### src/rtl/seqsched_pkg.sv
package seqsched_pkg;

  parameter int unsigned TIME_W = 16;
  parameter int unsigned CMD_W  = 3;

  typedef logic [TIME_W-1:0] cyc_t;

  typedef enum logic [CMD_W-1:0] {
    CMD_CLOSE     = 3'd0,
    CMD_CLOSE_ALL = 3'd1,
    CMD_OPEN      = 3'd2,
    CMD_RD        = 3'd3,
    CMD_RD_CL     = 3'd4,
    CMD_WR        = 3'd5,
    CMD_WR_CL     = 3'd6,
    CMD_NONE      = 3'd7
  } cmd_e;

  // Excess of (prev + gap) over at; zero when not positive.
  function automatic cyc_t delay_by(cyc_t prev, cyc_t at, cyc_t gap);
    logic [TIME_W:0] lim;
    lim = {1'b0, prev} + {1'b0, gap};
    if (lim > {1'b0, at}) return cyc_t'(lim - {1'b0, at});
    return '0;
  endfunction

  function automatic cyc_t max3(cyc_t a, cyc_t b, cyc_t c);
    cyc_t m;
    m = (a > b) ? a : b;
    return (m > c) ? m : c;
  endfunction

  // Sub-cycle time to whole cycles.
  function automatic cyc_t to_cycles(cyc_t fine, int unsigned frac, logic down);
    cyc_t whole;
    cyc_t mask;
    whole = fine >> frac;
    mask  = (cyc_t'(1) << frac) - cyc_t'(1);
    if (!down && ((fine & mask) != '0)) whole = whole + cyc_t'(1);
    return whole;
  endfunction

  function automatic cyc_t occupancy(cmd_e c, cyc_t rcd, cyc_t rp, cyc_t burst);
    case (c)
      CMD_OPEN:                 return rcd;
      CMD_CLOSE, CMD_CLOSE_ALL: return rp;
      default:                  return burst;
    endcase
  endfunction

endpackage

### src/rtl/seqsched_actwin.sv
module seqsched_actwin
  import seqsched_pkg::*;
#(
  parameter int unsigned DEPTH = 4
) (
  input  logic clk,
  input  logic rst_n,
  input  logic push,
  input  cyc_t din,
  output cyc_t oldest,
  output logic full
);
  localparam int unsigned CNT_W = $clog2(DEPTH + 1);

  cyc_t             hist [DEPTH];
  logic [CNT_W-1:0] fill_q;

  // Shift history: newest at DEPTH-1, oldest of a full window at 0.
  always_ff @(posedge clk) begin
    if (!rst_n) begin
      fill_q <= '0;
      for (int k = 0; k < DEPTH; k++) hist[k] <= '0;
    end else if (push) begin
      if (fill_q != CNT_W'(DEPTH)) fill_q <= fill_q + 1'b1;
      for (int k = 0; k < DEPTH - 1; k++) hist[k] <= hist[k+1];
      hist[DEPTH-1] <= din;
    end
  end

  assign full   = (fill_q == CNT_W'(DEPTH));
  assign oldest = hist[0];

endmodule

### src/rtl/seqsched_slot.sv
module seqsched_slot
  import seqsched_pkg::*;
#(
  parameter int unsigned TP_W      = 8,
  parameter int unsigned BURST_CYC = 8
) (
  input  cmd_e            cmd,
  input  cyc_t            proposed,
  input  cyc_t            bank_last_open,
  input  cyc_t            bank_last_close,
  input  logic            win_full,
  input  cyc_t            win_oldest,
  input  logic            bus_used,
  input  cyc_t            bus_last,
  input  logic [TP_W-1:0] t_rcd,
  input  logic [TP_W-1:0] t_rp,
  input  logic [TP_W-1:0] t_aa,
  input  logic [TP_W-1:0] t_win,
  output cyc_t            slot,
  output cyc_t            occ,
  output logic            bus_bump,
  output logic            win_limit
);
  logic is_open;
  cyc_t d_gap, d_close, d_win, worst, cand;

  assign is_open = (cmd == CMD_OPEN);

  always_comb begin
    d_gap   = '0;
    d_close = '0;
    d_win   = '0;
    if (is_open) begin
      d_gap   = delay_by(bank_last_open, proposed, cyc_t'(t_aa));
      d_close = delay_by(bank_last_close, proposed, cyc_t'(t_rp));
      if (win_full) d_win = delay_by(win_oldest, proposed, cyc_t'(t_win));
    end
    worst = max3(d_gap, d_close, d_win);
    cand  = proposed + worst;
  end

  assign win_limit = is_open && win_full && (d_win != '0);
  assign bus_bump  = bus_used && (cand <= bus_last);
  assign slot      = bus_bump ? (bus_last + cyc_t'(1)) : cand;
  assign occ       = occupancy(cmd, cyc_t'(t_rcd), cyc_t'(t_rp), cyc_t'(BURST_CYC));

endmodule

### src/rtl/seq_cmd_sched.sv
module seq_cmd_sched
  import seqsched_pkg::*;
#(
  parameter int unsigned MAX_CMDS  = 4,
  parameter int unsigned BANKS     = 4,
  parameter int unsigned WIN_DEPTH = 4,
  parameter int unsigned FRAC_BITS = 1,
  parameter int unsigned TP_W      = 8,
  parameter int unsigned BURST_CYC = 8,
  localparam int unsigned LEN_W    = $clog2(MAX_CMDS + 1),
  localparam int unsigned BANK_W   = (BANKS > 1) ? $clog2(BANKS) : 1
) (
  input  logic                       clk,
  input  logic                       rst_n,
  input  logic                       start,
  input  logic [MAX_CMDS*CMD_W-1:0]  seq_cmds,
  input  logic [LEN_W-1:0]           seq_len,
  input  logic [BANK_W-1:0]          bank,
  input  logic [TIME_W-1:0]          earliest_fine,
  input  logic                       round_down,
  input  logic [BANKS*TIME_W-1:0]    last_act_flat,
  input  logic [BANKS*TIME_W-1:0]    last_pre_flat,
  input  logic [TP_W-1:0]            t_rcd,
  input  logic [TP_W-1:0]            t_rp,
  input  logic [TP_W-1:0]            t_aa,
  input  logic [TP_W-1:0]            t_win,
  output logic                       ready,
  output logic                       out_valid,
  output logic [CMD_W-1:0]           out_cmd,
  output logic [TIME_W-1:0]          out_time,
  output logic                       out_done
);
  localparam int unsigned IDX_W = (MAX_CMDS > 1) ? $clog2(MAX_CMDS) : 1;

  cyc_t open_tab  [BANKS];
  cyc_t close_tab [BANKS];

  for (genvar b = 0; b < BANKS; b++) begin : g_bank_unpack
    assign open_tab[b]  = last_act_flat[b*TIME_W +: TIME_W];
    assign close_tab[b] = last_pre_flat[b*TIME_W +: TIME_W];
  end

  logic              busy_q;
  logic [IDX_W-1:0]  idx_q;
  logic [LEN_W-1:0]  len_q;
  logic [BANK_W-1:0] bank_q;
  cmd_e              cmds_q [MAX_CMDS];
  cyc_t              early_q;
  cyc_t              prev_end_q;
  logic              bus_used_q;
  cyc_t              bus_last_q;

  // Named internal events.
  logic accept, step, last_step, open_issue, bus_bump, win_limit, win_full;
  cmd_e cur_cmd;
  cyc_t proposed, slot, occ, win_oldest;
  logic [LEN_W-1:0] len_in;

  assign len_in     = (seq_len > LEN_W'(MAX_CMDS)) ? LEN_W'(MAX_CMDS) : seq_len;
  assign accept     = !busy_q && start && (seq_len != '0);
  assign step       = busy_q;
  assign cur_cmd    = cmds_q[idx_q];
  assign last_step  = step && (LEN_W'(idx_q) == len_q - 1'b1);
  assign open_issue = step && (cur_cmd == CMD_OPEN);
  assign proposed   = (idx_q == '0) ? early_q : prev_end_q;

  seqsched_actwin #(.DEPTH(WIN_DEPTH)) u_win (
    .clk    (clk),
    .rst_n  (rst_n),
    .push   (open_issue),
    .din    (slot),
    .oldest (win_oldest),
    .full   (win_full)
  );

  seqsched_slot #(.TP_W(TP_W), .BURST_CYC(BURST_CYC)) u_slot (
    .cmd             (cur_cmd),
    .proposed        (proposed),
    .bank_last_open  (open_tab[bank_q]),
    .bank_last_close (close_tab[bank_q]),
    .win_full        (win_full),
    .win_oldest      (win_oldest),
    .bus_used        (bus_used_q),
    .bus_last        (bus_last_q),
    .t_rcd           (t_rcd),
    .t_rp            (t_rp),
    .t_aa            (t_aa),
    .t_win           (t_win),
    .slot            (slot),
    .occ             (occ),
    .bus_bump        (bus_bump),
    .win_limit       (win_limit)
  );

  always_ff @(posedge clk) begin
    if (!rst_n) begin
      busy_q     <= 1'b0;
      idx_q      <= '0;
      len_q      <= '0;
      bank_q     <= '0;
      early_q    <= '0;
      prev_end_q <= '0;
      bus_used_q <= 1'b0;
      bus_last_q <= '0;
      out_valid  <= 1'b0;
      out_done   <= 1'b0;
      out_cmd    <= '0;
      out_time   <= '0;
      for (int k = 0; k < MAX_CMDS; k++) cmds_q[k] <= CMD_NONE;
    end else begin
      out_valid <= 1'b0;
      out_done  <= 1'b0;
      if (accept) begin
        busy_q  <= 1'b1;
        idx_q   <= '0;
        len_q   <= len_in;
        bank_q  <= bank;
        early_q <= to_cycles(earliest_fine, FRAC_BITS, round_down);
        for (int k = 0; k < MAX_CMDS; k++)
          cmds_q[k] <= cmd_e'(seq_cmds[k*CMD_W +: CMD_W]);
      end else if (step) begin
        out_valid  <= 1'b1;
        out_cmd    <= cur_cmd;
        out_time   <= slot;
        out_done   <= last_step;
        prev_end_q <= slot + occ;
        bus_used_q <= 1'b1;
        bus_last_q <= slot;
        idx_q      <= idx_q + 1'b1;
        if (last_step) busy_q <= 1'b0;
      end
    end
  end

  assign ready = !busy_q;

endmodule

### config.mk
export PLATFORM = sky130hd
export DESIGN_NAME = seq_cmd_sched
export DESIGN_NICKNAME = d
export VERILOG_FILES = /design/src/rtl/seqsched_pkg.sv /design/src/rtl/seqsched_actwin.sv /design/src/rtl/seqsched_slot.sv /design/src/rtl/seq_cmd_sched.sv
export SDC_FILE = /design/constraint.sdc
export NUM_CORES = 1
export LEC_CHECK = 0
export BUFFER_PORTS_ARGS = -buffer_cell sky130_fd_sc_hd__buf_2
export CORE_MARGIN = 1
export CORE_UTILIZATION = 45
export DETAILED_ROUTE_END_ITERATION = 16
export PLACE_DENSITY = 0.72
export SLEW_MARGIN = 10
export SYNTH_ARGS = -nofsm -noshare
export SYNTH_HDL_FRONTEND = slang
export SYNTH_HIERARCHICAL = 1
export SYNTH_SLANG_ARGS = --single-unit
### constraint.sdc
create_clock -name clk -period 13.6 [get_ports clk]
set_input_delay 0 -clock clk [delete_from_list [all_inputs] [get_ports clk]]
set_output_delay 0 -clock clk [all_outputs]
set_load 0.02 [all_outputs]
-- Word-level counts from Yosys, hierarchy flattened
Memory sizes are Yosys's and may differ from the RTL's. A register that Yosys moved wholly into a read port is not among the register bits.
Index checks and enable logic that the tools add are counted.
- output and inout port bits: 22
- bits in registers: 65
- bits in writable memories: 76
- memories kept: 2
- input bits: 197
- reduce and logical (&&, ||, !) cells: 16
- multiplexer cells: 51
- bitwise gates (word level): 12
- $lt $le $gt $ge: 8
- equality and inequality tests: 5
- add/subtract/negate cells: 13
- memories (name ; depth ; bits a word ; read ports ; clocked after memory_dff ; wr ports ; RTL line ; source):
    u_win.hist ; 4 ; 16 ; 4 ; 0 ; 4 ; seqsched_actwin.sv:15 ; cyc_t hist [DEPTH];
    cmds_q ; 4 ; 3 ; 1 ; 1 ; 4 ; seq_cmd_sched.sv:47 ; cmd_e cmds_q [MAX_CMDS];
- operators with widths (kind ; number):
    16-bit 2-to-1 mux ; 23
    16-bit binary-select mux with 2-bit select ; 2
    16-bit by 8-bit adder with 17-bit output ; 3
    17-bit by 16-bit greater-than comparator with 1-bit output ; 3
    16-bit subtractor ; 3
    16-bit adder ; 2
    16-bit greater-than comparator ; 2
    1-bit 2-to-1 mux ; 18
    15-bit by 1-bit adder with 16-bit output, second input constant ; 1
    16-bit by 1-bit adder with 16-bit output, second input constant ; 1
    16-bit less-or-equal comparator ; 1
    8-bit one-hot mux with 2 select lines ; 1
    3-bit 2-to-1 mux ; 5
    1-bit bitwise OR ; 8
    1-bit logical AND ; 6
    2-bit 2-to-1 mux ; 2
    2-bit AND reduction ; 2
    2-bit OR reduction ; 2
    3-bit by 1-bit adder with 3-bit output, second input constant ; 1
    2-bit by 3-bit equality test with 1-bit output ; 1
    3-bit by 1-bit equality test with 1-bit output, second input constant ; 1
    3-bit by 2-bit equality test with 1-bit output, second input constant ; 1
    3-bit equality test, second input constant ; 1
    3-bit >= comparator, second input constant ; 1
    other kinds (11) ; 14

-- Logic depth before layout (Yosys ltp)
Gate-level depths: netlist of run 1.
- word-level depth: 19
- depth in mapped cells: 68

-- Cells and area by module
Netlist of run 1, hierarchy kept.
- by module, submodules not included (module ; area each (um^2) ; times used ; cells an instance):
    seqsched_slot ; 6799.0 ; 1 ; 961
    seq_cmd_sched ; 4812.1 ; 1 ; 466
    seqsched_actwin ; 2610.0 ; 1 ; 161

-- Worst setup path after synthesis of run 1
Ideal clock, no wire load.
- kind: reg2reg
- start point: register bank_q[0]
- end point: register prev_end_q[14]
- library setup time: 0.062 ns
- period minus slack after synthesis: 13.700 ns
- arrival: 13.638 ns
- setup slack: -0.100 ns
- cell stages (with the launch flop): 67
- cell sequence: dfxtp_1 clkbuf_1 buf_2 mux4_2 ha_1 a21o_1 a21oi_1 o21bai_1 a21oi_1 nor2b_1 o21a_1 o31a_1 xor2_1 ha_1 and3_1 and4_2 a221o_2 o311ai_2 [... 31 more ...] a21o_1 a21oi_1 xnor2_1 ha_1 nand2_1 or3_1 o211ai_1 o31ai_1 nand2_2 clkbuf_1 o21ai_0 ha_1 fa_1 a21o_1 a221oi_4 o21bai_2 a311o_1 nand3_1
- longest elaborated chain between the ends: 19
- elaborated cells on any way between the ends: 32
- ends and longest elaborated chain (element ; RTL line ; source):
    start: declaration ; seq_cmd_sched.sv:46 ; logic [BANK_W-1:0] bank_q;
    start signal: assignment ; seq_cmd_sched.sv:117 ; bank_q <= bank;
    2-bit inverter with 3-bit output (not written as such) * ; seq_cmd_sched.sv:79, seq_cmd_sched.sv:80 ;
    16-bit binary-select mux with 2-bit select, on equally long branches ; seq_cmd_sched.sv:79, seq_cmd_sched.sv:80 ;
    16-bit 2-to-1 mux, on equally long branches (2 in a row) ; seq_cmd_sched.sv:79, seq_cmd_sched.sv:80 ;
    16-bit by 8-bit adder with 17-bit output ; seqsched_pkg.sv:22 ; lim = {1'b0, prev} + {1'b0, gap};
    17-bit by 16-bit greater-than comparator with 1-bit output ; seqsched_pkg.sv:23 ; if (lim > {1'b0, at}) return cyc_t'(lim - {1'b0, at});
    1-bit 2-to-1 mux ; seqsched_pkg.sv:23 ;
    1-bit 2-to-1 mux ; seqsched_slot.sv:33 ; if (is_open) begin
    16-bit 2-to-1 mux ; seqsched_pkg.sv:24 ; return '0;
    [... 3 more ...] ; -- ;
    16-bit greater-than comparator ; seqsched_pkg.sv:30 ; return (m > c) ? m : c;
    16-bit 2-to-1 mux * ; seqsched_pkg.sv:30 ;
    16-bit adder * ; seqsched_slot.sv:39 ; cand = proposed + worst;
    16-bit less-or-equal comparator ; seqsched_slot.sv:43 ; assign bus_bump = bus_used && (cand <= bus_last);
    1-bit logical AND ; seqsched_slot.sv:43 ;
    16-bit 2-to-1 mux * ; seqsched_slot.sv:44 ; assign slot = bus_bump ? (bus_last + cyc_t'(1)) : cand;
    net slot[0] ; seq_cmd_sched.sv:56 ; cyc_t proposed, slot, occ, win_oldest;
    16-bit adder * ; seq_cmd_sched.sv:126 ; prev_end_q <= slot + occ;
    end signal: assignment ; seq_cmd_sched.sv:126 ;
    end: declaration ; seq_cmd_sched.sv:49 ; cyc_t prev_end_q;
The timed path passes the listed nets; every way through them passes the cells marked *. The select of a mux whose other input is x is not followed.
A chain may end at the register's enable or synchronous reset.

-- Worst setup path in the final report of run 1
- start point: register bank_q[0]
- end point: register prev_end_q[13]
The elaborated chain is that of the path after synthesis.

==> key figures, run 1 <==
Clock tree
  • Clk pin slew, worst setup/hold paths: approximately 0.080 ns
  • Num Clock Sinks: about 140
  • CTS tree: built
  • Clock Tree Buf Depth: 2
  • Htree depth: 4
  • CTS Buf Count: 17
  • Root Driver: clkbuf_16
  • Clk_lat worst skew: 0.43 ns

Routing
  • DR WL/cell: approximately 19 um
  • Detailed Route Iter0 Violations: 1,097
  • Pre-Repair DR Iteration Count: 7
  • Drt drc: 0
  • Vias/cell: 5.908
  • Final wirelength: 43,830 um
  • Via count: 13,305
  • Post-route ant nets: 0

Power and ir drop
  • Power, Total: 1.931 mW
  • Max VDD drop: about 0.000095 V
  • Pwr per Cell Area: approximately 110 mW/mm^2
  • Leak: between 7 and 8 nW

Timing
  • Max_slew headroom: 45.93%
  • FMAX: 75.74 MHz
  • Final Hold Vio Count: 0
  • Setup Skew: roughly 0.018 ns
  • Fin. max-slew vios: 0
  • Final worst-path cycle share: a little over nine tenths
  • Post-layout min period: 13.20 ns
  • Final setup TNS: 0 ns
  • Slew @ Worst Pin: a little under 0.8 ns
  • Setup violators final: 0

Hold path
  • Hold depth: 4
  • Hold endpoint: len_q[0]
  • HP Class: primary input to flop
  • Hold Crit Start: seq_len[0]

Die
  • Die Ht: 179.5 um
  • Die Wd: 179.5 um
  • Die area: 0.03223 sq mm
  • Starting Density: roughly 46%
  • Area of the core: 0.03083 sq mm
  • I/O Pins: ~220
  • Cell row count: 64

Setup path
  • CP arrival: ~14 ns
  • Capture point of the worst reg-to-reg path: prev_end_q[13]
  • Worst setup EP type: flop
  • Crit-path slowest cell: mux4_2
  • Crit path max-delay family: compound AO/OA/AOI/OAI gates
  • Classification of the worst setup path: flop to flop
  • Reg2reg start: bank_q[0]
  • Worst path max stage delay: approximately 0.52 ns
  • Worst-path maximum fanout: 15
  • WP buf/inv: 4
  • Reg2Reg Setup Slack: 0.40 ns
  • Worst EP required: 13.91 ns
  • CP dominant cell by count: ha_1
  • Worst setup SP type: flop
  • Worst Reg-to-Reg Cells: a little under 60

Synthesis
  • Synth Warn #: 6
  • Synthesized netlist cell count: 1,582
  • Cell Area, Synth: between 0.01 and 0.015 sq mm
  • Mapped Avg Cell Area: 8.964 sq um

Global route
  • Vias in the first global route: 12,898
  • First-pass GRT wire length: 67,430 um
  • GRT Residual Overflow: 0
  • Number of antenna violations at the first check in global routing: 2
  • Largest net degree at the start of global routing: 80
  • Total track usage: 26.27%

Cells and area
  • Fill count: 2,702
  • Area growth syn-to-layout: 20.96%
  • Nets: between 2,000 and 2,500
  • Layout cells sized above 1: 24.33%

Place
  • Port bufs: 218
  • DP HPWL: 33,090 um
  • GPL Wtd Cong: 0.9975

Run
  • Max cap viols: 0

Status
  • Status: complete, no violations
## sequential cells by signal (all words and copies together), names as in the netlist, named ones only
register and flops:
bank_q 2, bus_last_q 16, bus_used_q 1, busy_q 1, cmds_q 12, early_q 16, idx_q 2, len_q 3
out_cmd 3, out_done 1, out_valid 1, prev_end_q 16, u_win/fill_q 3, u_win/hist 64
## worst max-delay path by stage
| stage | start | endpoint | cells past startpoint | slack (ns) |
|---|---|---|---|---|
| 5_1_grt | bank_q[0] | prev_end_q[13] | 59 | -0.23 |
| 3_3_place_gp | bank_q[0] | prev_end_q[14] | 60 | -0.06 |
| 4_1_cts | bank_q[0] | prev_end_q[12] | 60 | 0.03 |
| 6_report | bank_q[0] | prev_end_q[13] | 59 | 0.40 |
| 2_1_floorplan | bank_q[0] | prev_end_q[14] | 64 | 0.04 |
| 3_5_place_dp | bank_q[0] | prev_end_q[12] | 60 | -0.28 |
## where the power goes
group | internal [mW] | switching (mW) | leakage (nW)
registers | 0.480 | 0.0173 | 1.30
clock network | 0.318 | 0.214 | 0.326
logic | 0.376 | 0.525 | 5.87
total | 1.17 | 0.756 | 7.50
## what timing repair did
action	in CTS	in global routing
hold buffers	32	0
setup buffers	2	27
hold endpoints to repair	33	0
cloned	0	2
endpoints found under the setup margin	10	15
resized for setup	8	75
pin swaps	1	28
## cells in the final DEF, fill, tap and decap left out, types with 30 or more instances in the layout
| master | instances |
|---|---|
| a21oi_1 | 79 |
| o21ai_0 | 54 |
| edfxtp_1 | 76 |
| nand3_1 | 38 |
| inv_1 | 79 |
| xor2_1 | 43 |
| dfxtp_1 | 64 |
| xnor2_1 | 77 |
| nor2b_1 | 30 |
| dlygate4sd3_1 | 32 |
| nor2_1 | 129 |
| mux2i_1 | 30 |
| and3_1 | 85 |
| buf_2 | 218 |
| mux4_2 | 35 |
| nor3_1 | 35 |
| nand2_1 | 91 |
| ha_1 | 151 |
| buf_4 | 46 |
| a21o_1 | 30 |
## routing by layer
layer	up-vias	track usage, %	routed length, um
li1	6369	-	-
met1	6345	32.18	18320
met2	477	45.48	21380
met3	112	5.065	2648
met4	2	10.17	1472
met5	-	0	13
## cell type report
type                            count  area, sq um  area share [%]
Multi-Input combinational cell   1294        10170           59.26
Inverter                           81        304.0           1.772
Timing Repair Buffer              304         1887           11.00
Tap cell                          396        495.5           2.888
Clock buffer                       17        425.4           2.480
Antenna cell                        2        5.005         0.02918
Clock inverter                     15        241.5           1.408
Sequential cell                   143         3630           21.16
## metrics by stage
| step | hold WS (ns) | util [%] | instances | setup WS, ns | instance area (sq um) |
|---|---|---|---|---|---|
| global route | 0.04479 | 55.63 | 2250 | -0.2252 | 17150 |
| global placement | 0.2591 | 50.69 | 2155 | -0.06215 | 15630 |
| detailed placement | 0.2605 | 50.69 | 2155 | -0.2803 | 15630 |
| CTS | 0.003800 | 54.01 | 2221 | 0.03101 | 16650 |
| finish | 0.02517 | 55.64 | 2252 | 0.3972 | 17150 |
| floorplan | 0.1360 | - | 1589 | 0.03881 | 14210 |
## worst register-to-register path, delay by kind of cell, from the launching register on
kind	cells	cell delay, ns
fa+ha+maj	8	2.61
compound gates	28	5.68
xor+xnor	2	0.27
flops	1	0.41
buf+inv	4	0.65
mux	2	0.87
simple gates	15	2.58
(Power assumes the default switching activity.)
==> run 2, diff against run 1 <==
Settings changed: PLACE_DENSITY 0.72 to 0.71.
==> run 2 against run 1 <==
Net effect: the run now ends with DRC left; non-clock buffer count down 5; global-route usage down 0.093 points; critical path type unchanged; clock-buffer cell count unchanged.
==> key figures, run 2 (synthesis results as in run 1) <==
Routing
  • Drt drc: 1 (was 0)
  • Via count: 13,102 (was 13,305)
  • Detailed Route Iter0 Violations: 827 (was 1,097)
  • Post-route ant nets: 0 (unchanged)
  • Vias/cell: 5.833 (was 5.908)
  • Pre-Repair DR Iteration Count: 13 (was 7)
  • Final wirelength: 43,260 um (was 43,830 um)
  • DR WL/cell: 19.26 um (was 19.46 um)

Place
  • GPL Wtd Cong: 0.9561 (was 0.9975)
  • Port bufs: 218 (unchanged)
  • Placement-stage cell area: 0.01564 sq mm (was 0.01563 sq mm)
  • DP HPWL: 33,330 um (was 33,090 um)

Timing
  • Final setup TNS: 0 ns (unchanged)
  • Slew @ Worst Pin: 0.7645 ns (was 0.7906 ns)
  • Final worst-path cycle share: 96.35% (was 97.08%)
  • Post-layout min period: 13.10 ns (was 13.20 ns)
  • Fin. max-slew vios: 0 (unchanged)
  • Max_slew headroom: 47.71% (was 45.93%)
  • Setup Skew: 0.01367 ns (was 0.01813 ns)
  • Final Hold Vio Count: 0 (unchanged)
  • FMAX: 76.31 MHz (was 75.74 MHz)
  • Setup violators final: 0 (unchanged)

Die
  • I/O Pins: 219 (unchanged)
  • Starting Density: 46.00% (unchanged)
  • Area of the core: 0.03083 sq mm (unchanged)
  • Die Wd: 179.5 um (unchanged)
  • Die area: 0.03223 sq mm (unchanged)
  • Die Ht: 179.5 um (unchanged)
  • Cell row count: 64 (unchanged)

Global route
  • GRT Residual Overflow: 0 (unchanged)
  • Total track usage: 26.18% (was 26.27%)
  • Largest net degree at the start of global routing: 80 (unchanged)
  • Vias in the first global route: 12,805 (was 12,898)
  • Number of antenna violations at the first check in global routing: 0 (was 2)
  • First-pass GRT wire length: 67,320 um (was 67,430 um)

Run
  • Max cap viols: 0 (unchanged)

Setup path
  • Worst EP required: 13.91 ns (about the same)
  • Worst path max stage delay: 0.53 ns (was 0.52 ns)
  • Worst setup EP type: flop (unchanged)
  • Classification of the worst setup path: flop to flop (unchanged)
  • CP dominant cell by count: ha_1 (unchanged)
  • CP arrival: 13.41 ns (was 13.52 ns)
  • WP buf/inv: 5 (was 4)
  • Crit-path slowest cell: mux4_2 (unchanged)
  • Crit path max-delay family: compound AO/OA/AOI/OAI gates (unchanged)
  • Worst setup SP type: flop (unchanged)
  • Worst-path maximum fanout: 10 (was 15)

Power and ir drop
  • Internal Power: 1.132 mW (was 1.174 mW)
  • Max VDD drop: 0.00008278 V (was 0.00009543 V)
  • Leak: 7.445 nW (was 7.500 nW)
  • Psw: 0.7484 mW (was 0.7562 mW)
  • Reg power frac: 26.4% (was 25.7%)
  • Logic pwr share: 47.5% (was 46.7%)
  • Pwr per Cell Area: 110.1 mW/mm^2 (was 112.5 mW/mm^2)
  • Switching fraction of total power: 39.81% (was 39.17%)
  • Power share of the clock group: 26.1% (was 27.6%)

Hold path
  • HP Class: primary input to flop (unchanged)

Cells and area
  • Number of diodes: 0 (was 2)
  • Nets: 2,198 (was 2,202)
  • Number of flip-flops in the largest register: 64 (unchanged)
  • Most frequent cells in the layout: buf_2, ha_1, nor2_1, nand2_1, and3_1 (unchanged)
  • Largest Register: u_win/hist (unchanged)
  • Final Cell Area: 0.01708 sq mm (was 0.01715 sq mm)
  • Commonest non-fill, non-tap cell in the layout: buf_2 (unchanged)
  • Area growth syn-to-layout: 20.44% (was 20.96%)
  • Layout cells sized above 1: 24.70% (was 24.33%)

Status
  • Status: finished, violations left (was complete, no violations)
  • Failing checks: DRC

Clock tree
  • Clk pin slew, worst setup/hold paths: 0.07 ns (was 0.08 ns)
  • Clk_lat worst skew: 0.42 ns (was 0.43 ns)
  • Root Driver: clkbuf_16 (unchanged)
  • Clock Tree Buf Depth: 2 (unchanged)
  • CTS Buf Count: 17 (unchanged)
  • CTS tree: built (unchanged)
  • Htree depth: 4 (unchanged)
  • Num Clock Sinks: 143 (unchanged)
-- run 2: changes by cell type in the layout (fill, tap and decap cells not counted), sizes merged --
cell         change
buf              -3
clkinvlp         +3
bufinv           -2
diode            -2
inv              -2
a31o             +1
clkbuf           -1
clkinv           +1
dlygate4sd3      -1
-- run 2: what timing repair did --
action	4_1_cts	5_1_grt
gates resized for setup	11	81
setup endpoints to repair	10	15
cloned	0	3
hold buffers	31	0
pin swaps	0	26
buffers inserted	0	20
endpoints found under the hold margin	32	0
-- run 2: layout make-up --
cell class	count	area, sq um
Clock buffer	17	425.4
Clock inverter	15	200.2
Sequential cell	143	3630
Multi-Input combinational cell	1295	10220
Inverter	81	304.0
Timing Repair Buffer	299	1809
Fill cell	2760	13750
Tap cell	396	495.5
-- run 2: final timing paths --
check / startpoint / end / slack [ns] / depth (start not counted)
setup / recovery: bank_q[0] / prev_end_q[7] / 0.50 / 58
hold reg to reg: prev_end_q[5] / prev_end_q[5] / 0.46 / 2
setup reg to reg: bank_q[0] / prev_end_q[7] / 0.50 / 58
hold / removal: earliest_fine[8] / early_q[7] / 0.02 / 3
-- run 2: power groups by stage --
stage | logic, mW | clock network (mW) | registers [mW]
after floorplan | 0.595 | 0 | 0.505
after global placement | 0.809 | 0 | 0.506
after detailed placement | 0.818 | 0 | 0.507
after CTS | 0.833 | 0.498 | 0.497
after global routing | 0.971 | 0.517 | 0.500
final | 0.893 | 0.490 | 0.497
-- run 2: worst reg2reg max path: cells and delay by family, from the launching register on --
| kind | cells | cell delay [ns] |
|---|---|---|
| AO/OA/AOI/OAI | 28 | 6.04 |
| AND/OR/NAND/NOR | 14 | 2.50 |
| adder cells (fa/ha/maj) | 7 | 2.14 |
| multiplexers | 2 | 0.87 |
| buffers and inverters | 5 | 0.69 |
| flip-flops | 1 | 0.43 |
| XOR/XNOR | 2 | 0.33 |
-- run 2: metrics by stage --
| stage | instances | util [%] | setup slack, ns | total power, mW | hold slack, ns |
|---|---|---|---|---|---|
| floorplan | 1589 | - | 0.03881 | 1.100 | 0.1360 |
| global placement | 2160 | 50.73 | -0.3500 | 1.315 | 0.2597 |
| detailed placement | 2160 | 50.73 | -0.4954 | 1.325 | 0.2629 |
| CTS | 2223 | 53.83 | 0.01181 | 1.828 | 0.008966 |
| global route | 2246 | 55.40 | -0.1318 | 1.989 | 0.03902 |
| finish | 2246 | 55.40 | 0.4961 | 1.880 | 0.02147 |
-- run 2: layer usage --
metal	wire [um]	global-route usage, %	share of wire [%]	vias up
met3	2217	3.424	5.1	69
met1	18920	33.96	44	6277
met4	1033	7.414	2.4	0
met2	21090	45.52	49	399
li1	-	-	-	6357
met5	0	0	0	-
==> run 3, diff against run 2 <==
Settings changed: BUFFER_PORTS_ARGS -buffer_cell sky130_fd_sc_hd__buf_2 to -buffer_cell sky130_fd_sc_hd__buf_4, CTS_CLUSTER_DIAMETER set to 50, SLEW_MARGIN 10 to 20.
==> run 3 against run 2 <==
Net effect: the flow now finishes without violations; clock skew increased by 0.0010 ns; combinational power up 3.9%; sequential power increased by 1%; register-to-register slack got worse by 0.06 ns; die area unchanged; final cell count is 0.40% higher; hold slack gained 0.0018 ns; cell area grew 3.8%; setup slack lost 0.056 ns; largest cell class unchanged.
==> key figures, run 3 (synthesis results as in run 1) <==
Routing
  • WL met1: 18,890 um (was 18,920 um)
  • Via count: 13,169 (was 13,102)
  • Post-route ant nets: 0 (unchanged)
  • DR WL/cell: 19.54 um (was 19.26 um)
  • Pre-Repair DR Iteration Count: 7 (was 13)
  • Vias/cell: 5.840 (was 5.833)
  • Detailed Route Iter0 Violations: 949 (was 827)
  • Drt drc: 0 (was 1)
  • DR top layer: met4 (unchanged)
  • Met2 routed WL: 21,190 um (was 21,090 um)
  • Final wirelength: 44,070 um (was 43,260 um)
  • Met3 wire len: 2697 um (was 2217 um)

Timing
  • Setup violators final: 0 (unchanged)
  • Slew @ Worst Pin: 0.7204 ns (was 0.7645 ns)
  • Fin. max-slew vios: 0 (unchanged)
  • FMAX: 75.99 MHz (was 76.31 MHz)
  • Setup Skew: 0.01467 ns (was 0.01367 ns)
  • Final setup TNS: 0 ns (unchanged)
  • Post-layout min period: 13.16 ns (was 13.10 ns)
  • Final worst-path cycle share: 96.77% (was 96.35%)
  • Max_slew headroom: 51.98% (was 47.71%)
  • Final Hold Vio Count: 0 (unchanged)

Clock tree
  • Root Driver: clkbuf_16 (unchanged)
  • Clk_lat worst skew: 0.43 ns (was 0.42 ns)
  • Clock Tree Buf Depth: 2 (unchanged)
  • Clk pin slew, worst setup/hold paths: 0.08 ns (was 0.07 ns)
  • Htree depth: 4 (unchanged)
  • CTS tree: built (unchanged)
  • CTS Buf Count: 17 (unchanged)
  • Num Clock Sinks: 143 (unchanged)

Cells and area
  • Most frequent cells in the layout: buf_4, ha_1, nor2_1, nand2_1, and3_1 (was buf_2, ha_1, nor2_1, nand2_1, and3_1)
  • Number of diodes: 0 (unchanged)
  • Layout cells sized above 1: 24.96% (was 24.70%)
  • Final Cell Area: 0.01772 sq mm (was 0.01708 sq mm)
  • Largest Register: u_win/hist (unchanged)
  • Commonest non-fill, non-tap cell in the layout: buf_4 (was buf_2)
  • Number of flip-flops in the largest register: 64 (unchanged)
  • Post-Route Utilization: 57.48% (was 55.40%)
  • Fill count: 2,690 (was 2,760)
  • Area growth syn-to-layout: 24.96% (was 20.44%)
  • Nets: 2,207 (was 2,198)

Die
  • Starting Density: 46.00% (unchanged)
  • Die area: 0.03223 sq mm (unchanged)
  • Area of the core: 0.03083 sq mm (unchanged)
  • Die Wd: 179.5 um (unchanged)
  • Die Ht: 179.5 um (unchanged)
  • Cell row count: 64 (unchanged)
  • I/O Pins: 219 (unchanged)

Place
  • Placement-stage cell area: 0.01621 sq mm (was 0.01564 sq mm)
  • Port bufs: 218 (unchanged)
  • DP HPWL: 34,260 um (was 33,330 um)
  • GPL Wtd Cong: 1.003 (was 0.9561)

Global route
  • Number of antenna violations at the first check in global routing: 1 (was 0)
  • Largest net degree at the start of global routing: 80 (unchanged)
  • Vias in the first global route: 12,828 (was 12,805)
  • Total track usage: 26.73% (was 26.18%)
  • GRT Residual Overflow: 0 (unchanged)
  • First-pass GRT wire length: 68,130 um (was 67,320 um)

Power and ir drop
  • Pwr per Cell Area: 108.6 mW/mm^2 (was 110.1 mW/mm^2)
  • Max VDD drop: 0.00009242 V (was 0.00008278 V)
  • Leak: 7.700 nW (was 7.445 nW)
  • Power, Total: 1.924 mW (was 1.880 mW)

Setup path
  • Crit-path slowest cell: mux4_2 (unchanged)
  • CP dominant cell by count: ha_1 (unchanged)
  • Worst setup SP type: flop (unchanged)
  • Reg2Reg Setup Slack: 0.44 ns (was 0.50 ns)
  • Worst-path maximum fanout: 22 (was 10)
  • Capture point of the worst reg-to-reg path: prev_end_q[13] (was prev_end_q[7])
  • Classification of the worst setup path: flop to flop (unchanged)
  • Worst EP required: 13.90 ns (was 13.91 ns)
  • Worst setup EP type: flop (unchanged)
  • Reg2reg start: bank_q[0] (unchanged)
  • Worst Reg-to-Reg Cells: 58 (unchanged)
  • CP arrival: 13.46 ns (was 13.41 ns)
  • Worst path max stage delay: 0.52 ns (was 0.53 ns)

Hold path
  • HP Class: primary input to flop (unchanged)
  • Hold Crit Start: round_down (was earliest_fine[8])
  • Hold endpoint: early_q[0] (was early_q[7])
  • Hold depth: 4 (was 3)

Run
  • Max cap viols: 0 (unchanged)

Status
  • Status: complete, no violations (was finished, violations left)
-- run 3: report_power, final --
| group | switching, mW | total, mW | internal (mW) |
|---|---|---|---|
| Clock | 0.212 | 0.493 | 0.281 |
| Sequential | 0.0238 | 0.503 | 0.480 |
| Combinational | 0.523 | 0.928 | 0.405 |
-- run 3: final cells by class --
cell class / instances / area [sq um] / share of cell area, %
clock buffer: 17 / 425.4 / 2.401
timing repair buffer: 308 / 2442 / 13.78
inverter: 81 / 307.8 / 1.737
tap: 396 / 495.5 / 2.796
clock inverter: 15 / 195.2 / 1.101
multi-input combinational: 1294 / 10220 / 57.65
sequential: 143 / 3631 / 20.49
timing repair inverter: 1 / 7.507 / 0.04236
-- run 3: metrics by stage --
stage,worst slack (ns),hold slack [ns],cells
detailed placement,-0.5269,0.2631,2162
global placement,-0.2541,0.2612,2162
CTS,0.01854,0.009999,2227
global route,-0.08574,0.06382,2255
finish,0.4396,0.02324,2255
floorplan,0.03881,0.1360,1589
-- run 3: worst max-delay path, delay by kind of cell (launching register included) --
kind            cells  cell delay (ns)
mux                 3             1.20
compound gates     28             5.56
flops               1             0.40
fa+ha+maj           7             2.17
buf+inv             4             0.73
simple gates       13             2.53
xor+xnor            3             0.44
-- run 3: worst max path at each step --
stage | start | endpoint | slack (ns) | cells past startpoint
final | bank_q[0] | prev_end_q[13] | 0.44 | 58
after global routing | bank_q[0] | prev_end_q[13] | -0.09 | 62
after CTS | bank_q[0] | prev_end_q[13] | 0.02 | 57
after detailed placement | bank_q[0] | prev_end_q[12] | -0.53 | 61
after global placement | bank_q[0] | prev_end_q[12] | -0.25 | 61
after floorplan | bank_q[0] | prev_end_q[14] | 0.04 | 64
-- run 3: repair_timing --
action / CTS / global route
pin swaps: 2 / 28
endpoints found under the hold margin: 33 / 0
gates resized for setup: 14 / 78
setup endpoints to repair: 12 / 16
hold buffers: 31 / 0
gates cloned: 0 / 2
setup buffers: 2 / 26
-- run 3: layer usage --
| metal | vias to the layer above | GRT usage (%) |
|---|---|---|
| met4 | 0 | 9.172 |
| met1 | 6273 | 34.28 |
| met2 | 418 | 45.05 |
| met5 | - | 0 |
| li1 | 6383 | - |
| met3 | 95 | 5.004 |
